[config.mk]
export PLATFORM = sky130hd
export DESIGN_NAME = alt_pwm7
export DESIGN_NICKNAME = d
export VERILOG_FILES = /design/src/rtl/alt_pwm7_pkg.sv /design/src/rtl/alt_pwm7_count.sv /design/src/rtl/alt_pwm7_wave.sv /design/src/rtl/alt_pwm7.sv
export SDC_FILE = /design/constraint.sdc
export NUM_CORES = 1
export LEC_CHECK = 0
export BUFFER_PORTS_ARGS = -buffer_cell sky130_fd_sc_hd__buf_4
export CORE_MARGIN = 2
export CORE_UTILIZATION = 51
export CTS_BUF_LIST = sky130_fd_sc_hd__clkbuf_8
export DETAILED_ROUTE_END_ITERATION = 8
export PLACE_DENSITY = 0.88
export SYNTH_ARGS = -nofsm -noshare
export SYNTH_HDL_FRONTEND = slang
export SYNTH_SLANG_ARGS = --single-unit
[constraint.sdc]
create_clock -name clk -period 2.4 [get_ports clk]
set_clock_uncertainty 0.05 [all_clocks]
set_input_delay 0.12 -clock clk [delete_from_list [all_inputs] [get_ports clk]]
set_output_delay 0.12 -clock clk [all_outputs]
set_load 0.005 [all_outputs]
[src/rtl/alt_pwm7_pkg.sv]
package alt_pwm7_pkg;

  // Phase of the current period: before or after the switch point.
  typedef enum logic {
    PH_START  = 1'b0,
    PH_ACTIVE = 1'b1
  } phase_e;

endpackage

[src/rtl/alt_pwm7_count.sv]
module alt_pwm7_count #(
  parameter int CNT_W = 7
) (
  input  logic             clk,
  input  logic             rst,
  input  logic             run,
  input  logic             tick,
  output logic [CNT_W-1:0] cnt,
  output logic             wrap,
  output logic             odd_per
);

  localparam logic [CNT_W-1:0] CNT_MAX = {CNT_W{1'b1}};

  assign wrap = run && tick && (cnt == CNT_MAX);

  always_ff @(posedge clk) begin
    if (rst) begin
      cnt     <= '0;
      odd_per <= 1'b0;
    end else if (!run) begin
      cnt     <= '0;
      odd_per <= 1'b0;
    end else if (tick) begin
      cnt <= cnt + 1'b1;
      if (wrap) odd_per <= ~odd_per;
    end
  end


  cnt_hold_chk: assert property (@(posedge clk) disable iff (rst)
    (run && !tick) |=> $stable(cnt));


  stop_clear_chk: assert property (@(posedge clk) disable iff (rst)
    !run |=> (cnt == '0));


  parity_restart_chk: assert property (@(posedge clk) disable iff (rst)
    !run |=> !odd_per);

endmodule

[src/rtl/alt_pwm7_wave.sv]
module alt_pwm7_wave
  import alt_pwm7_pkg::*;
#(
  parameter int CNT_W = 7
) (
  input  logic             clk,
  input  logic             rst,
  input  logic             run,
  input  logic             tick,
  input  logic [CNT_W-1:0] cnt,
  input  logic             wrap,
  input  logic             odd_per,
  input  logic [CNT_W-1:0] duty,
  input  logic             ext_en,
  input  logic             start_lvl,
  input  logic             and_en,
  input  logic             alt,
  output logic             pwm_o
);

  localparam int PT_W = CNT_W + 1;

  logic [CNT_W-1:0] duty_act;
  logic             ext_act;
  logic [PT_W-1:0]  sw_pt;
  logic             hit;
  phase_e           ph_q, ph_d;
  logic             lvl_d;

  // Shadow settings: follow inputs while stopped, reload at each wrap.
  always_ff @(posedge clk) begin
    if (rst) begin
      duty_act <= '0;
      ext_act  <= 1'b0;
    end else if (!run || wrap) begin
      duty_act <= duty;
      ext_act  <= ext_en;
    end
  end

  assign sw_pt = {1'b0, duty_act} + {{CNT_W{1'b0}}, (ext_act & odd_per)};
  assign hit   = run && tick && !wrap && ({1'b0, cnt} == sw_pt);

  always_comb begin
    ph_d = ph_q;
    if (!run || wrap) ph_d = PH_START;
    else if (hit)     ph_d = PH_ACTIVE;
  end

  assign lvl_d = (ph_d == PH_ACTIVE) ^ start_lvl;

  always_ff @(posedge clk) begin
    if (rst) begin
      ph_q  <= PH_START;
      pwm_o <= 1'b0;
    end else begin
      ph_q  <= ph_d;
      pwm_o <= and_en ? (lvl_d & alt) : lvl_d;
    end
  end


  shadow_hold_chk: assert property (@(posedge clk) disable iff (rst)
    (run && !wrap) |=> ($stable(duty_act) && $stable(ext_act)));


  wrap_wins_chk: assert property (@(posedge clk) disable iff (rst)
    wrap |=> (ph_q == PH_START));


  stop_level_chk: assert property (@(posedge clk) disable iff (rst)
    (!run && !and_en) |=> (pwm_o == $past(start_lvl)));


  and_gate_chk: assert property (@(posedge clk) disable iff (rst)
    (and_en && !alt) |=> !pwm_o);

endmodule

[src/rtl/alt_pwm7.sv]
module alt_pwm7 #(
  parameter int CNT_W = 7
) (
  input  logic             clk,
  input  logic             rst,
  input  logic             tick_i,
  input  logic             run_i,
  input  logic [CNT_W-1:0] duty_i,
  input  logic             ext_en_i,
  input  logic             start_lvl_i,
  input  logic             and_en_i,
  input  logic             alt_i,
  output logic             pwm_o,
  output logic             wrap_irq_o
);

  logic [CNT_W-1:0] cnt;
  logic             wrap;
  logic             odd_per;

  alt_pwm7_count #(.CNT_W(CNT_W)) u_count (
    .clk     (clk),
    .rst     (rst),
    .run     (run_i),
    .tick    (tick_i),
    .cnt     (cnt),
    .wrap    (wrap),
    .odd_per (odd_per)
  );

  alt_pwm7_wave #(.CNT_W(CNT_W)) u_wave (
    .clk       (clk),
    .rst       (rst),
    .run       (run_i),
    .tick      (tick_i),
    .cnt       (cnt),
    .wrap      (wrap),
    .odd_per   (odd_per),
    .duty      (duty_i),
    .ext_en    (ext_en_i),
    .start_lvl (start_lvl_i),
    .and_en    (and_en_i),
    .alt       (alt_i),
    .pwm_o     (pwm_o)
  );

  always_ff @(posedge clk) begin
    if (rst) wrap_irq_o <= 1'b0;
    else     wrap_irq_o <= wrap;
  end


  irq_single_chk: assert property (@(posedge clk) disable iff (rst)
    wrap_irq_o |=> !wrap_irq_o);


  reset_state_chk: assert property (@(posedge clk)
    rst |=> (!pwm_o && !wrap_irq_o));

endmodule

==> flow_summary.json, run 1 <==
{
  "path_clk_slew_ps": 70,
  "avgRoutedWirePerCell_um": 12.1,
  "synth-async-reset-ratio": 0,
  "synth_top_family_by_area": "simple AND/OR/NAND/NOR gates",
  "synth-seq-cells": 19,
  "crit_family": "compound AO/OA/AOI/OAI gates",
  "drive_gt1_frac": 0.228,
  "arrival_ps": 2370,
  "area_delta_synth_final_pct": 19.3,
  "clk_latency_ps": 250,
  "setup_viol": 0,
  "die_h_um": 47.9,
  "ys_seq_area_frac": 0.386,
  "drt_iter0_markers": 17,
  "fill_cells": 150,
  "maxCapViolations": 0,
  "gp_congestion": 0.842,
  "required_ps": 2520,
  "core_area_um2": 1760,
  "crit_chain": "and2_1 > ha_2 > ha_2 > and3_2 > a31o_1 > a221oi_2 > o211ai_1 > a21o_1 > a221oi_2",
  "htreeDepth": 1,
  "pwr_density_cell_nw_per_um2": 531,
  "status": "finished clean",
  "grt_pass1_wl_mm": 2.96,
  "worst_pin_slew_ps": 343,
  "synth_nets": 124,
  "max_freq_mhz": 445,
  "via_per_inst": 5.42,
  "finalSetupTns_ps": 0,
  "synthFlopType": "dfxtp_1",
  "yosys.area.top_type": "dfxtp_1",
  "p_total_w": 0.000624,
  "cts_buffers": 3,
  "muxShareOfSynthArea": 0.0915,
  "yosys.area_share.adder": 0.0381,
  "fin_crit_ps": 2250,
  "synth-simple-area-share": 0.205,
  "synth_edf_count": 0,
  "ant_nets": 0,
  "drc": 0,
  "cts_tree": "done",
  "ys_warn_count": 0,
  "routed_wl_mm": 1.80,
  "post_cts_buffers": 0,
  "grt-ovfl-total": 0,
  "rsz0062_at_grt": "false",
  "yosys.area.top_type_share": 0.386,
  "syn_area_um2": 985,
  "drt_pass1_iterations": 4,
  "synth.avg_cell_area_um2": 9.29,
  "antenna_cells": 0,
  "critical_path_buf_inv_count": 0,
  "port_buffers": 16,
  "clock-root-buffer": "clkbuf_8",
  "start_util": 0.558,
  "vias": 802,
  "synthXorXnorAreaFrac": 0.107,
  "critical_path_class": "reg2reg",
  "relSlewSlack": 0.771,
  "clock_path_buffers": 2,
  "grt_usage": 0.186,
  "cp-start-kind": "register",
  "drv_slew": 0,
  "antenna_found_initial": 0,
  "synth_cells": 106,
  "path_max_fanout": 4,
  "cp-end-kind": "register",
  "chipWidth_um": 47.9,
  "final-hold-violation-count": 0,
  "pin_count": 17,
  "nets": 142,
  "synth_cell_types": 32,
  "period_share": 0.937,
  "die_area_um2": 2300,
  "critPathMaxStageDelay_ps": 310,
  "grt_max_degree": 12,
  "worstHoldPathType": "in2reg",
  "cts.sinks": 19,
  "grt_pass1_vias": 706,
  "p_leak_nw": 0.502,
  "ys_top_cells_by_area": "dfxtp_1, mux2i_1, xor2_1",
  "hpwl_mm": 1.40,
  "ir_drop_v": 0.000422,
  "fp-row-count": 15,
  "synth_compound_area_frac": 0.140,
  "cp_slowest_cell": "dfxtp_1"
}
==> worst register-to-register path, delay by kind of cell, from the launching register on <==
kind	cells	cell delay [ps]
AO/OA/AOI/OAI	5	1030
adder cells (fa/ha/maj)	2	390
AND/OR/NAND/NOR	2	380
flip-flops	1	310
==> logic make-up (layout without fill, tap and decap cells) <==
logic type      Yosys count  in the layout
mux                       9              9
xor+xnor                 12             12
flops                    19             19
fa+ha+maj                 3              3
compound gates           18             18
buf+inv                   6             23
simple gates             39             39
==> per-layer routing <==
metal,up-vias,track usage,share of wire
li1,411,-,-
met1,360,0.233,0.46
met2,26,0.301,0.47
met3,5,0.0679,0.060
met4,0,0.0486,0.0083
met5,-,0,0
==> synth_stat cells, types with 2 or more instances <==
cell type / instances
a21oi_1: 5
mux2i_1: 9
xor2_1: 7
o211ai_1: 2
clkbuf_1: 2
nand2_1: 4
or3_1: 3
nand4_1: 3
buf_2: 2
o21ai_0: 4
ha_1: 3
nor2_1: 15
a221oi_2: 2
nand3_1: 5
xnor2_1: 5
dfxtp_1: 19
==> power breakdown <==
group          leakage, nW  internal [W]  switching, W
clock               0.0269      0.000114     0.0000981
sequential           0.155      0.000326     0.0000126
combinational        0.320     0.0000422     0.0000313
total                0.502      0.000482      0.000142
==> cell type report <==
cell class / count / area, um^2 / share of cell area
Clock buffer: 3 / 41.3 / 0.0351
Timing Repair Buffer: 18 / 138 / 0.117
Sequential cell: 19 / 380 / 0.324
Clock inverter: 1 / 3.75 / 0.00319
Tap cell: 25 / 31.3 / 0.0266
Multi-Input combinational cell: 81 / 577 / 0.491
Inverter: 1 / 3.75 / 0.00319
==> stage by stage <==
stage	setup WS (ps)	util	hold WS (ps)	instances	area (um^2)
after floorplan	189	-	164	106	985
after global placement	138	0.632	258	143	1110
after detailed placement	58.0	0.632	264	143	1110
after CTS	35.9	0.663	44.0	148	1170
after global routing	5.02	0.666	46.4	148	1170
final	151	0.666	46.2	148	1170
==> cells in the final DEF (no fill, tap or decap), drive strengths merged <==
cell type,n
dfxtp,19
buf,17
nor2,15
mux2i,9
xor2,7
nand3,5
a21oi,5
xnor2,5
o21ai,5
nand2,4
nand4,4
or3,3
clkbuf,3
ha,3
o211ai,2
a221oi,2
inv,2
and3,2
and2,1
nand2b,1
nor3,1
and3b,1
o31ai,1
nor3b,1
a311oi,1
a31o,1
nand3b,1
a21o,1
dlygate4sd3,1
==> sequential cells by signal, summed over array words and instances, names as in the netlist <==
name / cells
u_count.cnt: 7
wrap_irq_o: 1
u_wave.duty_act: 7
u_wave.ph_q: 1
u_count.odd_per: 1
u_wave.pwm_o: 1
u_wave.ext_act: 1
==> timing repair <==
action	CTS	global route
gates resized for setup	0	2
hold endpoints to repair	1	0
endpoints found under the setup margin	0	1
hold buffers	1	0
==> path summary, 6_finish.rpt <==
| check | startpoint | slack [ps] | endpoint | depth (start not counted) |
|---|---|---|---|---|
| min | duty_i[3] | 50 | u_wave.duty_act[3] | 3 |
| max reg2reg | u_count.odd_per | 150 | u_wave.pwm_o | 9 |
| min reg2reg | u_count.odd_per | 430 | u_count.odd_per | 2 |
| max | u_count.odd_per | 150 | u_wave.pwm_o | 9 |
Power figures use the tool's default switching activity.
==> run 2: changes to the inputs <==
- CORE_MARGIN: 2 -> 8
==> flow_summary.json, run 2 (synthesis results as in run 1) <==
{
  "finalSetupTns_ps": 0,
  "reg.largest.list": "u_count.cnt x7, u_wave.duty_act x7",
  "dpl_cell_area_um2": 1120,
  "worst_pin_slew_ps": 320,
  "ir_drop_v": 0.000436,
  "drc": 0,
  "cts_tree": "done",
  "p_comb_frac": 0.119,
  "maxCapViolations": 0,
  "grt_pass1_wl_mm": 3.24,
  "antenna_cells": 0,
  "layout_commonest_cell": "dfxtp_1",
  "p_seq_frac": 0.540,
  "core_area_um2": 1880,
  "antenna_found_initial": 0,
  "vias": 800,
  "start_util": 0.523,
  "grt_pass1_vias": 772,
  "die_h_um": 59.9,
  "period_share": 0.938,
  "port_buffers": 16,
  "drt_iter0_markers": 13,
  "cp-end-kind": "register",
  "fin_crit_ps": 2250,
  "gp_congestion": 0.792,
  "pwr-share-clk": 0.341,
  "r2r_slack_ps": 150,
  "routed_wl_mm": 2.01,
  "whs_ps": 56.3,
  "die_area_um2": 3590,
  "switchingPower_w": 0.000145,
  "grt-ovfl-total": 0,
  "p_sw_frac": 0.231,
  "status": "finished clean",
  "stdcell_area_um2": 1180,
  "cts_buffers": 3,
  "avgRoutedWirePerCell_um": 13.3,
  "fp-row-count": 16,
  "drive_gt1_frac": 0.234,
  "area_delta_synth_final_pct": 20.3,
  "utilization": 0.630,
  "pwr_density_cell_nw_per_um2": 530,
  "clk_latency_ps": 250,
  "cp-start-kind": "register",
  "nets": 143,
  "ant_nets": 0,
  "clock_path_buffers": 2,
  "max_freq_mhz": 444,
  "drt_pass1_iterations": 4,
  "drv_slew": 0,
  "chipWidth_um": 59.9,
  "clock-root-buffer": "clkbuf_8",
  "relSlewSlack": 0.786,
  "p_leak_nw": 0.507,
  "worstHoldPathType": "in2reg",
  "critical_path_class": "reg2reg",
  "path_max_fanout": 4,
  "htreeDepth": 1,
  "path_clk_slew_ps": 70,
  "intPower_w": 0.000483,
  "required_ps": 2520,
  "via_per_inst": 5.30,
  "pin_count": 17,
  "grt_usage": 0.116,
  "final-hold-violation-count": 0,
  "setup_viol": 0,
  "arrival_ps": 2370,
  "grt_max_degree": 12,
  "cts.sinks": 19,
  "final_cell_mix": "dfxtp_1, buf_4, nor2_1"
}
[run 2: worst max-delay path, stage by stage (launching register included)]
cell and delay (ps):
dfxtp_1 320, and2_1 150, ha_2 190, ha_2 200, and3_2 230, a31o_1 220
a221oi_2 230, o211ai_1 150, a21o_1 210, a221oi_2 220
[run 2: stage by stage]
step                total power, W  cells  worst slack [ps]
detailed placement        0.000418    145              67.4
finish                    0.000628    151               149
floorplan                 0.000390    106               189
CTS                       0.000629    150              55.1
global placement          0.000415    145               143
global route              0.000651    151             -2.41
[run 2: power groups by stage]
stage                     sequential, W  combinational [W]  clock, W
after detailed placement       0.000346          0.0000718         0
after CTS                      0.000339          0.0000741  0.000216
final                          0.000339          0.0000749  0.000214
after global placement         0.000345          0.0000701         0
after floorplan                0.000341          0.0000493         0
after global routing           0.000341          0.0000826  0.000228
[run 2: what timing repair did]
| action | CTS | global route |
|---|---|---|
| setup endpoints to repair | 0 | 1 |
| gates resized for setup | 0 | 2 |
| setup buffers | 0 | 1 |
| hold buffers | 1 | 0 |
| hold endpoints to repair | 1 | 0 |
[run 2: final timing paths]
| check | start | endpoint | cells after the start |
|---|---|---|---|
| worst max-delay path | u_count.odd_per | u_wave.pwm_o | 9 |
| worst min-delay path | duty_i[4] | u_wave.duty_act[4] | 3 |
| worst max register to register | u_count.odd_per | u_wave.pwm_o | 9 |
| worst min register to register | u_count.odd_per | u_count.odd_per | 2 |
[run 2: layer usage]
layer / vias to the layer above / track usage / wire (um)
li1: 413 / - / -
met1: 370 / 0.129 / 905
met2: 15 / 0.198 / 1010
met3: 2 / 0.0387 / 77
met4: 0 / 0.0442 / 14
met5: - / 0 / 0
[run 2: cell type report]
cell class | instances | area, um^2
fill | 178 | 697
sequential | 19 | 380
timing repair buffer | 19 | 145
inverter | 1 | 3.75
tap | 27 | 33.8
clock buffer | 3 | 41.3
clock inverter | 1 | 3.75
multi-input combinational | 81 | 577
==> run 3: changes to the inputs <==
- CORE_UTILIZATION: 51 -> 48
- CTS_BUF_LIST: sky130_fd_sc_hd__clkbuf_8 -> sky130_fd_sc_hd__clkbuf_16
- PLACE_DENSITY: 0.88 -> 0.84
==> flow_summary.json, run 3 (synthesis results as in run 1) <==
{
  "status": "finished clean",
  "ant_nets": 0,
  "r2r-start": "u_count.odd_per",
  "chipWidth_um": 61.3,
  "gp_congestion": 0.808,
  "worstHoldPathType": "in2reg",
  "area_delta_synth_final_pct": 22.0,
  "post_cts_buffers": 0,
  "grt_pass1_wl_mm": 3.42,
  "grt_usage": 0.120,
  "crit_cells": 9,
  "r2r-end": "u_wave.pwm_o",
  "drc": 0,
  "reg.largest.list": "u_count.cnt x7, u_wave.duty_act x7",
  "worst_pin_slew_ps": 336,
  "required_ps": 2510,
  "ir_drop_v": 0.000413,
  "relSlewSlack": 0.776,
  "clock_path_buffers": 2,
  "critPathMaxStageDelay_ps": 310,
  "nets": 141,
  "p_sw_frac": 0.206,
  "drive_gt1_frac": 0.230,
  "grt_max_degree": 12,
  "antenna_cells": 0,
  "ff2ff_path_depth": 9,
  "max_freq_mhz": 437,
  "p_total_w": 0.000743,
  "drt_pass1_iterations": 4,
  "cp_slowest_cell": "dfxtp_1",
  "pin_count": 17,
  "p_seq_frac": 0.457,
  "crit_family": "compound AO/OA/AOI/OAI gates",
  "final-hold-violation-count": 0,
  "vias": 790,
  "wl_met2_um": 952,
  "p_leak_nw": 0.514,
  "whs_ps": 9.67,
  "finalSetupTns_ps": 0,
  "grt-ovfl-total": 0,
  "cp-end-kind": "register",
  "pwr-share-clk": 0.446,
  "highest_layer": "met4",
  "critPathLaunch": "u_count.odd_per",
  "fp-row-count": 16,
  "period_share": 0.954,
  "hp-start": "and_en_i",
  "critical_path_buf_inv_count": 0,
  "clk_latency_ps": 250,
  "path_max_fanout": 4,
  "arrival_ps": 2400,
  "critical_path_class": "reg2reg",
  "crit_end": "u_wave.pwm_o",
  "dr_wl_met3_um": 118,
  "antenna_found_initial": 0,
  "p_comb_frac": 0.098,
  "drt_iter0_markers": 17,
  "routed_wl_mm": 1.99,
  "intPower_w": 0.000589,
  "port_buffers": 16,
  "drt-met1-wl_um": 908,
  "hold_buffers": 0,
  "die_h_um": 61.3,
  "setup_viol": 0,
  "drv_slew": 0,
  "htreeDepth": 1,
  "fin_crit_ps": 2290,
  "cts_buffers": 3,
  "maxCapViolations": 0,
  "cp-start-kind": "register",
  "layout_commonest_cell": "dfxtp_1",
  "fill_cells": 167,
  "path_clk_slew_ps": 50,
  "start_util": 0.507,
  "via_per_inst": 5.30,
  "cts_tree": "done",
  "core_area_um2": 1940,
  "grt_pass1_vias": 743,
  "r2r_slack_ps": 110,
  "hpwl_mm": 1.52,
  "avgRoutedWirePerCell_um": 13.3,
  "final_cell_mix": "dfxtp_1, buf_4, nor2_1",
  "cts.sinks": 19,
  "rsz0062_at_grt": "false",
  "crit_chain": "and2_1 > ha_2 > ha_2 > and3_2 > a31o_1 > a221oi_2 > o211ai_1 > a21o_1 > a221oi_2",
  "switchingPower_w": 0.000153,
  "pwr_density_cell_nw_per_um2": 618,
  "die_area_um2": 3760,
  "clock-root-buffer": "clkbuf_16"
}
## run 3: changes by cell type in the layout (fill, tap and decap cells not counted)
cell / change
clkbuf_8: -3
clkbuf_16: +3
dlygate4sd3_1: -1
buf_4: -1
## run 3: layout make-up
type | instances | area [um^2] | area share
Multi-Input combinational cell | 81 | 577 | 0.480
Sequential cell | 19 | 380 | 0.317
Timing Repair Buffer | 17 | 128 | 0.106
Tap cell | 27 | 33.8 | 0.0281
Clock buffer | 3 | 75.1 | 0.0625
Clock inverter | 1 | 3.75 | 0.00313
Inverter | 1 | 3.75 | 0.00313
## run 3: layer usage
| metal | global-route usage | up-vias |
|---|---|---|
| met5 | 0 | - |
| met4 | 0.0498 | 0 |
| met3 | 0.0313 | 2 |
| met2 | 0.190 | 17 |
| met1 | 0.150 | 366 |
| li1 | - | 405 |
## run 3: worst reg2reg max path, delay by kind of cell, from the launching register on
kind,cells,cell delay (ps)
flops,1,310
fa+ha+maj,2,390
simple gates,2,380
compound gates,5,1070
## run 3: power groups by stage
| stage | clock (W) | combinational, W | sequential [W] |
|---|---|---|---|
| final | 0.000331 | 0.0000725 | 0.000339 |
| after global routing | 0.000356 | 0.0000802 | 0.000341 |
| after CTS | 0.000343 | 0.0000727 | 0.000339 |
| after detailed placement | 0 | 0.0000722 | 0.000346 |
| after global placement | 0 | 0.0000700 | 0.000345 |
| after floorplan | 0 | 0.0000493 | 0.000341 |
## run 3: timing repair
action                                  4_1_cts  5_1_grt
hold endpoints to repair                      0        0
endpoints found under the setup margin        0        1
resized for setup                             0        2
## run 3: stage by stage
stage | util | worst slack, ps | instances | area (um^2)
after CTS | 0.616 | 25.4 | 149 | 1200
after detailed placement | 0.575 | 58.6 | 145 | 1120
after floorplan | - | 189 | 106 | 985
after global placement | 0.575 | 136 | 145 | 1120
final | 0.619 | 111 | 149 | 1200
after global routing | 0.619 | 2.92 | 149 | 1200
## run 3: worst min path at each step
stage,slack (ps),to,cells past startpoint
floorplan,160,u_wave.pwm_o,1
finish,10,u_wave.pwm_o,2
global placement,260,u_wave.pwm_o,2
detailed placement,270,u_wave.pwm_o,2
global route,9,u_wave.pwm_o,2
CTS,3,u_wave.pwm_o,2
